## src/rtl/pll_ctl_pkg.sv

```systemverilog
package pll_ctl_pkg;

  localparam int unsigned REG_W = 8;

  // register map positions used by the decoder and the read mux
  localparam int unsigned SLOT_CTRL  = 0;
  localparam int unsigned SLOT_MULT  = 1;
  localparam int unsigned SLOT_RANGE = 2;
  localparam int unsigned PROG_NUM   = 2;

  // control register bit positions
  localparam int unsigned B_IE   = 7;
  localparam int unsigned B_FLAG = 6;
  localparam int unsigned B_ON   = 5;
  localparam int unsigned B_BCS  = 4;

  typedef struct packed {
    logic       ie;
    logic       flag;
    logic       on;
    logic       bcs;
    logic [1:0] pow;
  } ctrl_state_t;

endpackage

```

## src/rtl/pll_lock_sync.sv

```systemverilog
module pll_lock_sync #(
  parameter int unsigned STAGES = 2
) (
  input  logic clk,
  input  logic rst_n,
  input  logic lock_raw,
  output logic lock_sync,
  output logic lock_edge
);

  logic [STAGES-1:0] chain_q;
  logic [STAGES-1:0] chain_d;
  logic              prev_q;
  logic              prev_d;

  generate
    if (STAGES == 1) begin : g_single
      assign chain_d = lock_raw;
    end else begin : g_multi
      assign chain_d = {chain_q[STAGES-2:0], lock_raw};
    end
  endgenerate

  assign lock_sync = chain_q[STAGES-1];
  assign prev_d    = lock_sync;
  assign lock_edge = lock_sync ^ prev_q;

  always_ff @(posedge clk or negedge rst_n) begin
    if (!rst_n) begin
      chain_q <= '0;
      prev_q  <= 1'b0;
    end else begin
      chain_q <= chain_d;
      prev_q  <= prev_d;
    end
  end

endmodule

```

## src/rtl/pll_prog_regs.sv

```systemverilog
module pll_prog_regs #(
  parameter int unsigned          W         = 8,
  parameter int unsigned          NUM       = 2,
  parameter logic [W-1:0]         RESET_VAL = 8'h40
) (
  input  logic               clk,
  input  logic               rst_n,
  input  logic [NUM-1:0]     wr_sel,
  input  logic [W-1:0]       wdata,
  input  logic               frozen,
  output logic [NUM*W-1:0]   regs
);

  genvar gi;
  generate
    for (gi = 0; gi < NUM; gi++) begin : g_reg
      logic [W-1:0] val_q;
      logic [W-1:0] val_d;
      logic         load;

      assign load = wr_sel[gi] & ~frozen;

      always_comb begin
        val_d = val_q;
        if (load) val_d = wdata;
      end

      always_ff @(posedge clk or negedge rst_n) begin
        if (!rst_n)    val_q <= RESET_VAL;
        else if (load) val_q <= val_d;
      end

      assign regs[gi*W +: W] = val_q;
    end
  endgenerate

endmodule

```

## src/rtl/pll_ctrl_reg.sv

```systemverilog
module pll_ctrl_reg
  import pll_ctl_pkg::*;
(
  input  logic        clk,
  input  logic        rst_n,
  input  logic        wr_ctrl,
  input  logic        rd_ctrl,
  input  logic        w_ie,
  input  logic        w_on,
  input  logic        w_bcs,
  input  logic [1:0]  w_pow,
  input  logic        auto_mode,
  input  logic        lock_edge,
  input  logic        range_zero,
  output ctrl_state_t st
);

  ctrl_state_t st_q;
  ctrl_state_t st_d;

  always_comb begin
    st_d = st_q;

    // enable: held low in manual bandwidth mode
    if (!auto_mode)   st_d.ie = 1'b0;
    else if (wr_ctrl) st_d.ie = w_ie;

    // flag: an edge wins over a clearing read
    if (!auto_mode)     st_d.flag = 1'b0;
    else if (lock_edge) st_d.flag = 1'b1;
    else if (rd_ctrl)   st_d.flag = 1'b0;

    // base select needs a running PLL and a nonzero range
    if (!st_q.on || range_zero) st_d.bcs = 1'b0;
    else if (wr_ctrl)           st_d.bcs = w_bcs;

    // PLL stays on while base select is, or is about to be, set
    if (st_q.bcs || st_d.bcs) st_d.on = 1'b1;
    else if (wr_ctrl)         st_d.on = w_on;

    if (wr_ctrl) st_d.pow = w_pow;
  end

  always_ff @(posedge clk or negedge rst_n) begin
    if (!rst_n) begin
      st_q.ie   <= 1'b0;
      st_q.flag <= 1'b0;
      st_q.on   <= 1'b1;
      st_q.bcs  <= 1'b0;
      st_q.pow  <= 2'b00;
    end else begin
      st_q <= st_d;
    end
  end

  assign st = st_q;

endmodule

```

## src/rtl/pll_ctl_regs.sv

```systemverilog
module pll_ctl_regs
  import pll_ctl_pkg::*;
#(
  parameter int unsigned      ADDR_W      = 2,
  parameter int unsigned      SYNC_STAGES = 2,
  parameter logic [REG_W-1:0] PROG_RESET  = 8'h40
) (
  input  logic              clk,
  input  logic              rst_n,
  input  logic [ADDR_W-1:0] bus_addr,
  input  logic              wr_en,
  input  logic              rd_en,
  input  logic [REG_W-1:0]  wdata,
  output logic [REG_W-1:0]  rdata,
  input  logic              lock_raw,
  input  logic              auto_mode,
  output logic              irq,
  output logic              lock_status,
  output logic              pll_enable,
  output logic              base_sel,
  output logic [1:0]        vco_pow,
  output logic [REG_W-1:0]  mult_sel,
  output logic [REG_W-1:0]  vco_range
);

  localparam int unsigned SLOTS = PROG_NUM + 1;

  logic [SLOTS-1:0]          hit;
  logic                      wr_ctrl;
  logic                      rd_ctrl;
  logic [PROG_NUM-1:0]       prog_wr;
  logic [PROG_NUM*REG_W-1:0] prog_flat;
  logic                      lock_sync;
  logic                      lock_edge;
  logic                      range_zero;
  logic                      flag_bit;
  ctrl_state_t               cst;

  genvar gs;
  generate
    for (gs = 0; gs < SLOTS; gs++) begin : g_dec
      assign hit[gs] = (bus_addr == ADDR_W'(gs));
    end
  endgenerate

  assign wr_ctrl = wr_en & hit[SLOT_CTRL];
  assign rd_ctrl = rd_en & hit[SLOT_CTRL];
  assign prog_wr = {PROG_NUM{wr_en}} & hit[SLOTS-1:1];

  pll_lock_sync #(
    .STAGES(SYNC_STAGES)
  ) u_sync (
    .clk       (clk),
    .rst_n     (rst_n),
    .lock_raw  (lock_raw),
    .lock_sync (lock_sync),
    .lock_edge (lock_edge)
  );

  pll_prog_regs #(
    .W         (REG_W),
    .NUM       (PROG_NUM),
    .RESET_VAL (PROG_RESET)
  ) u_prog (
    .clk    (clk),
    .rst_n  (rst_n),
    .wr_sel (prog_wr),
    .wdata  (wdata),
    .frozen (cst.on),
    .regs   (prog_flat)
  );

  assign mult_sel   = prog_flat[(SLOT_MULT-1)*REG_W +: REG_W];
  assign vco_range  = prog_flat[(SLOT_RANGE-1)*REG_W +: REG_W];
  assign range_zero = (vco_range == '0);

  pll_ctrl_reg u_ctrl (
    .clk        (clk),
    .rst_n      (rst_n),
    .wr_ctrl    (wr_ctrl),
    .rd_ctrl    (rd_ctrl),
    .w_ie       (wdata[B_IE]),
    .w_on       (wdata[B_ON]),
    .w_bcs      (wdata[B_BCS]),
    .w_pow      (wdata[1:0]),
    .auto_mode  (auto_mode),
    .lock_edge  (lock_edge),
    .range_zero (range_zero),
    .st         (cst)
  );

  assign flag_bit    = cst.flag;
  assign irq         = cst.ie & cst.flag & auto_mode;
  assign lock_status = lock_sync & auto_mode;
  assign pll_enable  = cst.on;
  assign base_sel    = cst.bcs;
  assign vco_pow     = cst.pow;

  always_comb begin
    rdata = '0;
    if (hit[SLOT_CTRL]) begin
      rdata[B_IE]   = cst.ie & auto_mode;
      rdata[B_FLAG] = cst.flag & auto_mode;
      rdata[B_ON]   = cst.on;
      rdata[B_BCS]  = cst.bcs;
      rdata[1:0]    = cst.pow;
    end else if (hit[SLOT_MULT]) begin
      rdata = mult_sel;
    end else if (hit[SLOT_RANGE]) begin
      rdata = vco_range;
    end
  end

endmodule

```

## config.mk

```make
export PLATFORM = sky130hd
export DESIGN_NAME = pll_ctl_regs
export DESIGN_NICKNAME = d
export VERILOG_FILES = /design/src/rtl/pll_ctl_pkg.sv /design/src/rtl/pll_lock_sync.sv /design/src/rtl/pll_prog_regs.sv /design/src/rtl/pll_ctrl_reg.sv /design/src/rtl/pll_ctl_regs.sv
export SDC_FILE = /design/constraint.sdc
export NUM_CORES = 1
export LEC_CHECK = 0
export CORE_MARGIN = 3
export CORE_UTILIZATION = 46
export DETAILED_ROUTE_END_ITERATION = 16
export PLACE_DENSITY = 0.83
export RECOVER_POWER = 50
export SETUP_SLACK_MARGIN = 0.3
export SLEW_MARGIN = 10
export SYNTH_ARGS = -nofsm -noshare
export SYNTH_HDL_FRONTEND = slang
export SYNTH_SLANG_ARGS = --single-unit
```

## constraint.sdc

```tcl
create_clock -name clk -period 2.06 [get_ports clk]
set_input_delay 0.618 -clock clk [delete_from_list [all_inputs] [get_ports clk]]
set_output_delay 0.618 -clock clk [all_outputs]
set_load 0.05 [all_outputs]
```

==> qor.tcl, run 1 <==
set qor(run_status) {finished with violations}
set qor(violations) {setup timing}
set qor(ctsHoldBuffers) 0
set qor(synth_nets) 110
set qor(netSwitchingPower_w) 0.00151
set qor(routed_wire_length_mm) 3.34
set qor(first_global_vias) 1096
set qor(clock_path_buffers) 2
set qor(power_frac_clock_pct) 7.8
set qor(drv_cap) 0
set qor(cts_made_buffers) 3
set qor(antenna_found_initial) 0
set qor(timing.critical_path.required_ns) 1.44
set qor(area.growth.synth_to_final_pct) 70.8
set qor(post_drt_via_cell_ratio) 5.29
set qor(route.detailed.wl_per_inst_um) 18.4
set qor(start_kind) {input port}
set qor(period_needed_ns) 2.10
set qor(cp.arrival_ns) 1.48
set qor(synthesis.area_per_instance_um2) 13.0
set qor(grt_max_degree) 26
set qor(grt_pass1_wl_mm) 5.43
set qor(max-vdd-ir-drop_mv) 1.19
set qor(total_iterations_of_the_first_detailed_routing_run) 6
set qor(power_density_over_cell_area_nw_per_um2) 1480
set qor(vias) 957
set qor(final_hold_viol_count) 0
set qor(holdCritPathClass) {reg -> reg}
set qor(achievable-frequency_mhz) 477
set qor(clk_pin_slew_ns) 0.15
set qor(internal_power_w) 0.00157
set qor(synthesis.yosys.warnings) 0
set qor(clock_tree_from_tritoncts) {done}
set qor(global_route.overflow_total) 0
set qor(drv_slew) 0
set qor(fin_crit_sh_pct) 102
set qor(setup.worst_path.class) {in -> out}
set qor(power_w) 0.00308
set qor(cellLeakagePower_nw) 0.961
set qor(grt_setup_unrepaired) {yes}
set qor(pwr-share-comb_pct) 61.9
set qor(synth_top_cells_by_count) {dfrtp_1, mux2_2, mux2_4}
set qor(max_slew.worst_pin.slew_ns) 0.630
set qor(synth-seq-cells) 25
set qor(worst_slack_ns) -0.0377
set qor(clock_tree.htree_level_count) 1
set qor(synth-edff-count) 0
set qor(power.switching_fraction_pct) 49.1
set qor(fp.dieArea_um2) 3300
set qor(yosys_most_used_dff) {dfrtp_1}
set qor(worst-r2r-setup-slack_ns) 0.54
set qor(post_synth_inst_count) 94
set qor(seq_power_share_pct) 30.4
set qor(grtUsageTotal_pct) 21.7
set qor(die_width_um) 57.4
set qor(synthTopCellsByArea) {dfrtp_1, mux2_4, mux2_2}
set qor(relSlewSlack_pct) 58.0
set qor(synthDominantCellAreaShare_pct) 45.2
set qor(drive_above_1_share_pct) 62.3
set qor(ios) 46
set qor(synth_most_common_cell) {dfrtp_1}
set qor(core.rowCount) 18
set qor(initial_utilization_pct) 48.7
set qor(first_iter_violations) 20
set qor(drt.antenna.violating_nets) 0
set qor(fillers) 141
set qor(drc_errors) 0
set qor(synth_sequential_area_ratio_pct) 51.7
set qor(insertedDiodeCount) 0
set qor(critPathMaxFanout) 6
set qor(cts_root_buffer) {clkbuf_4}
set qor(die_height_um) 57.4
set qor(hpwl_mm) 2.38
set qor(synthDominantAreaCellType) {dfrtp_1}
set qor(finish.net_count) 168
set qor(port_buffers) 45
set qor(synth.cell_area_um2) 1220
set qor(postSynth.asyncResetShare_pct) 100
set qor(core_area_um2) 2500
set qor(synthDistinctLibCells) 28
set qor(critPathCaptureType) {primary output}
set qor(finalClockSkew_ns) 0.00595
set qor(clk_lat_worst_skew_ns) 0.34
set qor(gp_congestion) 0.763
set qor(postLayoutCoreUtil_pct) 83.2
set qor(tritoncts_num_sinks) 25
set qor(timing.final.setup_violations) 5
-- repair_timing --
action                                  CTS  global route
endpoints found under the setup margin   26            11
cloned                                    1             0
pin swaps                                 4             0
resized for setup                        28             3
buffers inserted                          1             3
-- worst max-delay path, cell delays in order --
cell	delay, ns
buf_8	0.11
buf_12	0.13
nor2b_4	0.14
buf_6	0.17
nand2_4	0.07
o21ai_4	0.08
buf_12	0.15
-- path summary, 6_finish.rpt --
| path | start | end | depth (start not counted) |
|---|---|---|---|
| setup reg to reg | u_ctrl.st[3] | u_prog.g_reg[1].val_q[3] | 3 |
| min in group asynchronous | rst_n | u_ctrl.st[4] | 2 |
| setup / recovery | bus_addr[0] | rdata[7] | 7 |
| hold / removal | u_sync.chain_q[0] | u_sync.chain_q[1] | 0 |
| max in group asynchronous | rst_n | u_prog.g_reg[1].val_q[3] | 2 |
| hold reg to reg | u_sync.chain_q[0] | u_sync.chain_q[1] | 0 |
-- metal layers --
metal,wire length [um],global-route usage [%]
met2,1720,37.6
met4,48,6.29
met1,1370,27.5
met5,0,0
met3,199,4.07
-- power groups by stage --
stage / sequential [W] / clock (W) / combinational [W]
2_1_floorplan: 0.00146 / 0 / 0.000619
3_3_place_gp: 0.000907 / 0 / 0.00187
3_5_place_dp: 0.000928 / 0 / 0.00189
4_1_cts: 0.000935 / 0.000245 / 0.00191
5_1_grt: 0.000969 / 0.000261 / 0.00197
6_report: 0.000937 / 0.000240 / 0.00191
-- final cells by class --
class | count | area [um2] | share of cell area (%)
Clock buffer | 3 | 22.5 | 1.08
Clock inverter | 1 | 7.51 | 0.361
Inverter | 1 | 3.75 | 0.181
Multi-Input combinational cell | 61 | 677 | 32.6
Sequential cell | 25 | 629 | 30.3
Tap cell | 30 | 37.5 | 1.81
Timing Repair Buffer | 60 | 702 | 33.8
-- kinds of logic (layout without fill, tap and decap cells) --
logic type,Yosys count,in the layout,synth area share (%)
buf+inv,8,65,5.14
flops,25,25,51.7
mux,23,23,23.2
xor+xnor,1,1,0.720
simple gates,21,21,11.3
compound gates,16,16,7.91
-- layout by cell type, fill, tap and decap left out, types with 2 or more instances in the layout --
cell,n
or4_1,2
dfstp_2,3
nand2_4,6
mux2_4,8
dfrtp_1,22
and3_1,2
buf_4,25
a21oi_1,2
clkdlybuf4s50_1,10
and3b_1,2
o21ai_4,6
dlygate4sd3_1,2
buf_12,15
buf_6,2
mux2i_1,4
buf_8,2
nor2b_4,2
a22o_4,2
mux2_2,10
a21oi_2,2
clkbuf_4,3
-- sequential cells by signal (all words and copies together), names as in the netlist --
register,flops
u_sync.prev_q,1
u_sync.chain_q,2
u_prog.g.val_q,16
u_ctrl.st,6
-- per-stage QoR --
step	hold WS [ns]	setup slack (ns)	area, um2	setup TNS, ns	cells
2_1_floorplan	0.322	0.0888	1360	0	94
3_3_place_gp	0.342	-0.455	1950	-7.45	172
3_5_place_dp	0.344	-0.472	1950	-7.99	172
4_1_cts	0.382	-0.0213	2060	-0.0490	178
5_1_grt	0.392	-0.0746	2080	-0.234	181
6_report	0.382	-0.0377	2080	-0.0771	181
No activity file was read; power rests on OpenSTA's default activity.
==> run 2, diff against run 1 <==
--- a/config.mk
+++ b/config.mk
@@ -10,7 +10,7 @@
 export DETAILED_ROUTE_END_ITERATION = 16
 export PLACE_DENSITY = 0.83
 export RECOVER_POWER = 50
-export SETUP_SLACK_MARGIN = 0.3
+export SETUP_SLACK_MARGIN = 0.5
 export SLEW_MARGIN = 10
 export SYNTH_ARGS = -nofsm -noshare
 export SYNTH_HDL_FRONTEND = slang
==> run 2 against run 1 <==
The run still ends with setup timing left; power is 9.4% higher; die area stayed put; clock power is 8.3% lower; critical path depth stayed put; critical endpoint is now rdata[5].
==> qor.tcl, run 2 (synthesis results as in run 1) <==
set qor(worst-r2r-setup-slack_ns) 0.41 ;# -0.13 ns
set qor(finish.net_count) 174 ;# +3.6%
set qor(seq_power_share_pct) 28.6 ;# -1.8 points
set qor(start_kind) {input port}
set qor(port_buffers) 45 ;# unchanged
set qor(drc_errors) 0 ;# unchanged
set qor(drv_cap) 0 ;# unchanged
set qor(grt_max_degree) 26 ;# unchanged
set qor(max_slew.worst_pin.slew_ns) 0.608 ;# -0.0217 ns
set qor(postLayoutCoreUtil_pct) 87.9 ;# +4.7 points
set qor(holdPathStages) 0 ;# unchanged
set qor(vias) 1033 ;# +7.9%
set qor(timing.final.setup_violations) 7 ;# +2
set qor(period_needed_ns) 2.13 ;# +0.0298 ns
set qor(max-vdd-ir-drop_mv) 1.40 ;# +17%
set qor(insertedDiodeCount) 0 ;# unchanged
set qor(tritoncts_num_sinks) 25 ;# unchanged
set qor(power_w) 0.00338 ;# +9.4%
set qor(drive_above_1_share_pct) 65.6 ;# +3.4 points
set qor(gp_congestion) 0.759 ;# -0.58%
set qor(pwr-share-comb_pct) 64.9 ;# +3.0 points
set qor(cellLeakagePower_nw) 0.993 ;# +3.3%
set qor(power_density_over_cell_area_nw_per_um2) 1540 ;# +3.6%
set qor(multi_input_comb_area_um2) 698 ;# +3.1%
set qor(clock_path_buffers) 2 ;# unchanged
set qor(clk_lat_worst_skew_ns) 0.32 ;# -0.02 ns
set qor(grtUsageTotal_pct) 23.2 ;# +1.5 points
set qor(grt_setup_unrepaired) {yes}
set qor(clk_pin_slew_ns) 0.14 ;# about the same
set qor(clock_tree.htree_level_count) 1 ;# unchanged
set qor(global_route.overflow_total) 0 ;# unchanged
set qor(cts_root_buffer) {clkbuf_4}
set qor(setup.worst_path.class) {in -> out}
set qor(netSwitchingPower_w) 0.00160 ;# +5.6%
set qor(final_hold_viol_count) 0 ;# unchanged
set qor(reg2reg_end) {u_prog.g_reg[0].val_q[3]}
set qor(layout.cells.most_common) {buf_6}
set qor(timing.critical_path.required_ns) 1.44 ;# about the same
set qor(worstHoldEndpoint) {u_sync.chain_q[1]}
set qor(drt.antenna.violating_nets) 0 ;# unchanged
set qor(first_global_vias) 1088 ;# -0.73%
set qor(power_frac_clock_pct) 6.5 ;# -1.3 points
set qor(violations) {setup timing}
set qor(initial_utilization_pct) 48.7 ;# unchanged
set qor(worstReg2RegStart) {u_ctrl.st[3]}
set qor(die_height_um) 57.4 ;# unchanged
set qor(registers.top_by_ff_count) {u_prog.g.val_q}
set qor(seq_area_um2) 636 ;# +0.99%
set qor(r2r_cell_count) 3 ;# unchanged
set qor(hpwl_mm) 2.47 ;# +3.9%
set qor(die_width_um) 57.4 ;# unchanged
set qor(holdCritStartpoint) {u_sync.chain_q[0]}
set qor(routed_wire_length_mm) 3.89 ;# +17%
set qor(critPathCaptureType) {primary output}
set qor(fin_crit_sh_pct) 103 ;# +1.4 points
set qor(ios) 46 ;# unchanged
set qor(run_status) {finished with violations}
set qor(finalClockSkew_ns) 0.0108 ;# +0.00481 ns
set qor(cts_made_buffers) 3 ;# unchanged
set qor(relSlewSlack_pct) 59.4 ;# +1.4 points
set qor(holdCritPathClass) {reg -> reg}
set qor(critPathMaxFanout) 6 ;# unchanged
set qor(core.rowCount) 18 ;# unchanged
set qor(route.detailed.wl_per_inst_um) 20.8 ;# +13%
set qor(post_drt_via_cell_ratio) 5.52 ;# +4.5%
set qor(drv_slew) 0 ;# unchanged
set qor(fillers) 114 ;# -19%
set qor(core_area_um2) 2500 ;# unchanged
set qor(antenna_found_initial) 0 ;# unchanged
set qor(power.switching_fraction_pct) 47.4 ;# -1.7 points
set qor(first_iter_violations) 28 ;# +40%
set qor(achievable-frequency_mhz) 470 ;# -1.4%
set qor(clock_tree_from_tritoncts) {done}
set qor(grt_pass1_wl_mm) 5.70 ;# +5.0%
set qor(fp.dieArea_um2) 3300 ;# unchanged
set qor(flip_flop_count_of_the_largest_register_all_copies_and_words_added) 16 ;# unchanged
set qor(cp.arrival_ns) 1.51 ;# +0.03 ns
set qor(worst_slack_ns) -0.0675 ;# -0.0298 ns
set qor(internal_power_w) 0.00178 ;# +13%
set qor(total_iterations_of_the_first_detailed_routing_run) 4 ;# -2
set qor(final_cell_mix) {buf_6, dfrtp_1, buf_12}
set qor(area.growth.synth_to_final_pct) 80.5
[run 2: cell count changes in the layout (fill, tap and decap cells not counted), sizes merged]
cell,change
clkinvlp,-1
clkdlybuf4s50,-1
clkbuf,+1
buf,+6
dlygate4sd2,+1
[run 2: worst max path at each step]
stage	from	end	slack [ns]	depth (start not counted)
4_1_cts	bus_addr[0]	rdata[6]	-0.03	6
6_report	bus_addr[0]	rdata[5]	-0.07	7
5_1_grt	bus_addr[0]	rdata[6]	-0.10	6
3_5_place_dp	bus_addr[0]	rdata[6]	-0.52	6
2_1_floorplan	bus_addr[0]	rdata[7]	0.09	4
3_3_place_gp	bus_addr[0]	rdata[6]	-0.44	6
[run 2: per-stage QoR]
stage | TNS [ns] | setup slack [ns] | area (um2) | hold slack [ns] | cells
2_1_floorplan | 0 | 0.0888 | 1410 | 0.322 | 94
3_3_place_gp | -6.89 | -0.441 | 1990 | 0.337 | 174
3_5_place_dp | -6.98 | -0.517 | 1990 | 0.336 | 174
4_1_cts | -0.129 | -0.0298 | 2130 | 0.381 | 184
5_1_grt | -0.567 | -0.101 | 2200 | 0.408 | 187
6_report | -0.330 | -0.0675 | 2200 | 0.381 | 187
[run 2: area by class of cell]
| class | instances | area share [%] |
|---|---|---|
| inverter | 1 | 0.171 |
| timing repair buffer | 66 | 36.2 |
| clock buffer | 4 | 1.20 |
| tap | 30 | 1.71 |
| multi-input combinational | 61 | 31.8 |
| sequential | 25 | 28.9 |
[run 2: critical path, stage by stage]
cell and delay (ns):
buf_6 0.10, buf_6 0.12, nor2b_4 0.24, buf_12 0.16, nand2_4 0.05, o21ai_4 0.07, buf_12 0.15
[run 2: repair_timing]
item                                    in CTS  in global routing
pin swaps                                    4                  4
hold buffers                                 0                  0
gates resized for setup                     37                 18
setup buffers                                6                  3
endpoints found under the setup margin      49                 40
gates cloned                                 0                  0
[run 2: power by group through the flow]
stage	sequential, W	combinational, W	clock [W]
finish	0.000965	0.00219	0.000220
detailed placement	0.000925	0.00195	0
floorplan	0.00146	0.000666	0
CTS	0.000936	0.00208	0.000223
global route	0.000989	0.00225	0.000239
global placement	0.000913	0.00192	0
[run 2: layer usage]
| layer | global-route usage, % | routed length [um] |
|---|---|---|
| met1 | 27.8 | 1480 |
| met2 | 41.8 | 2150 |
| met3 | 5.43 | 200 |
| met4 | 5.30 | 61 |
| met5 | 0 | 0 |
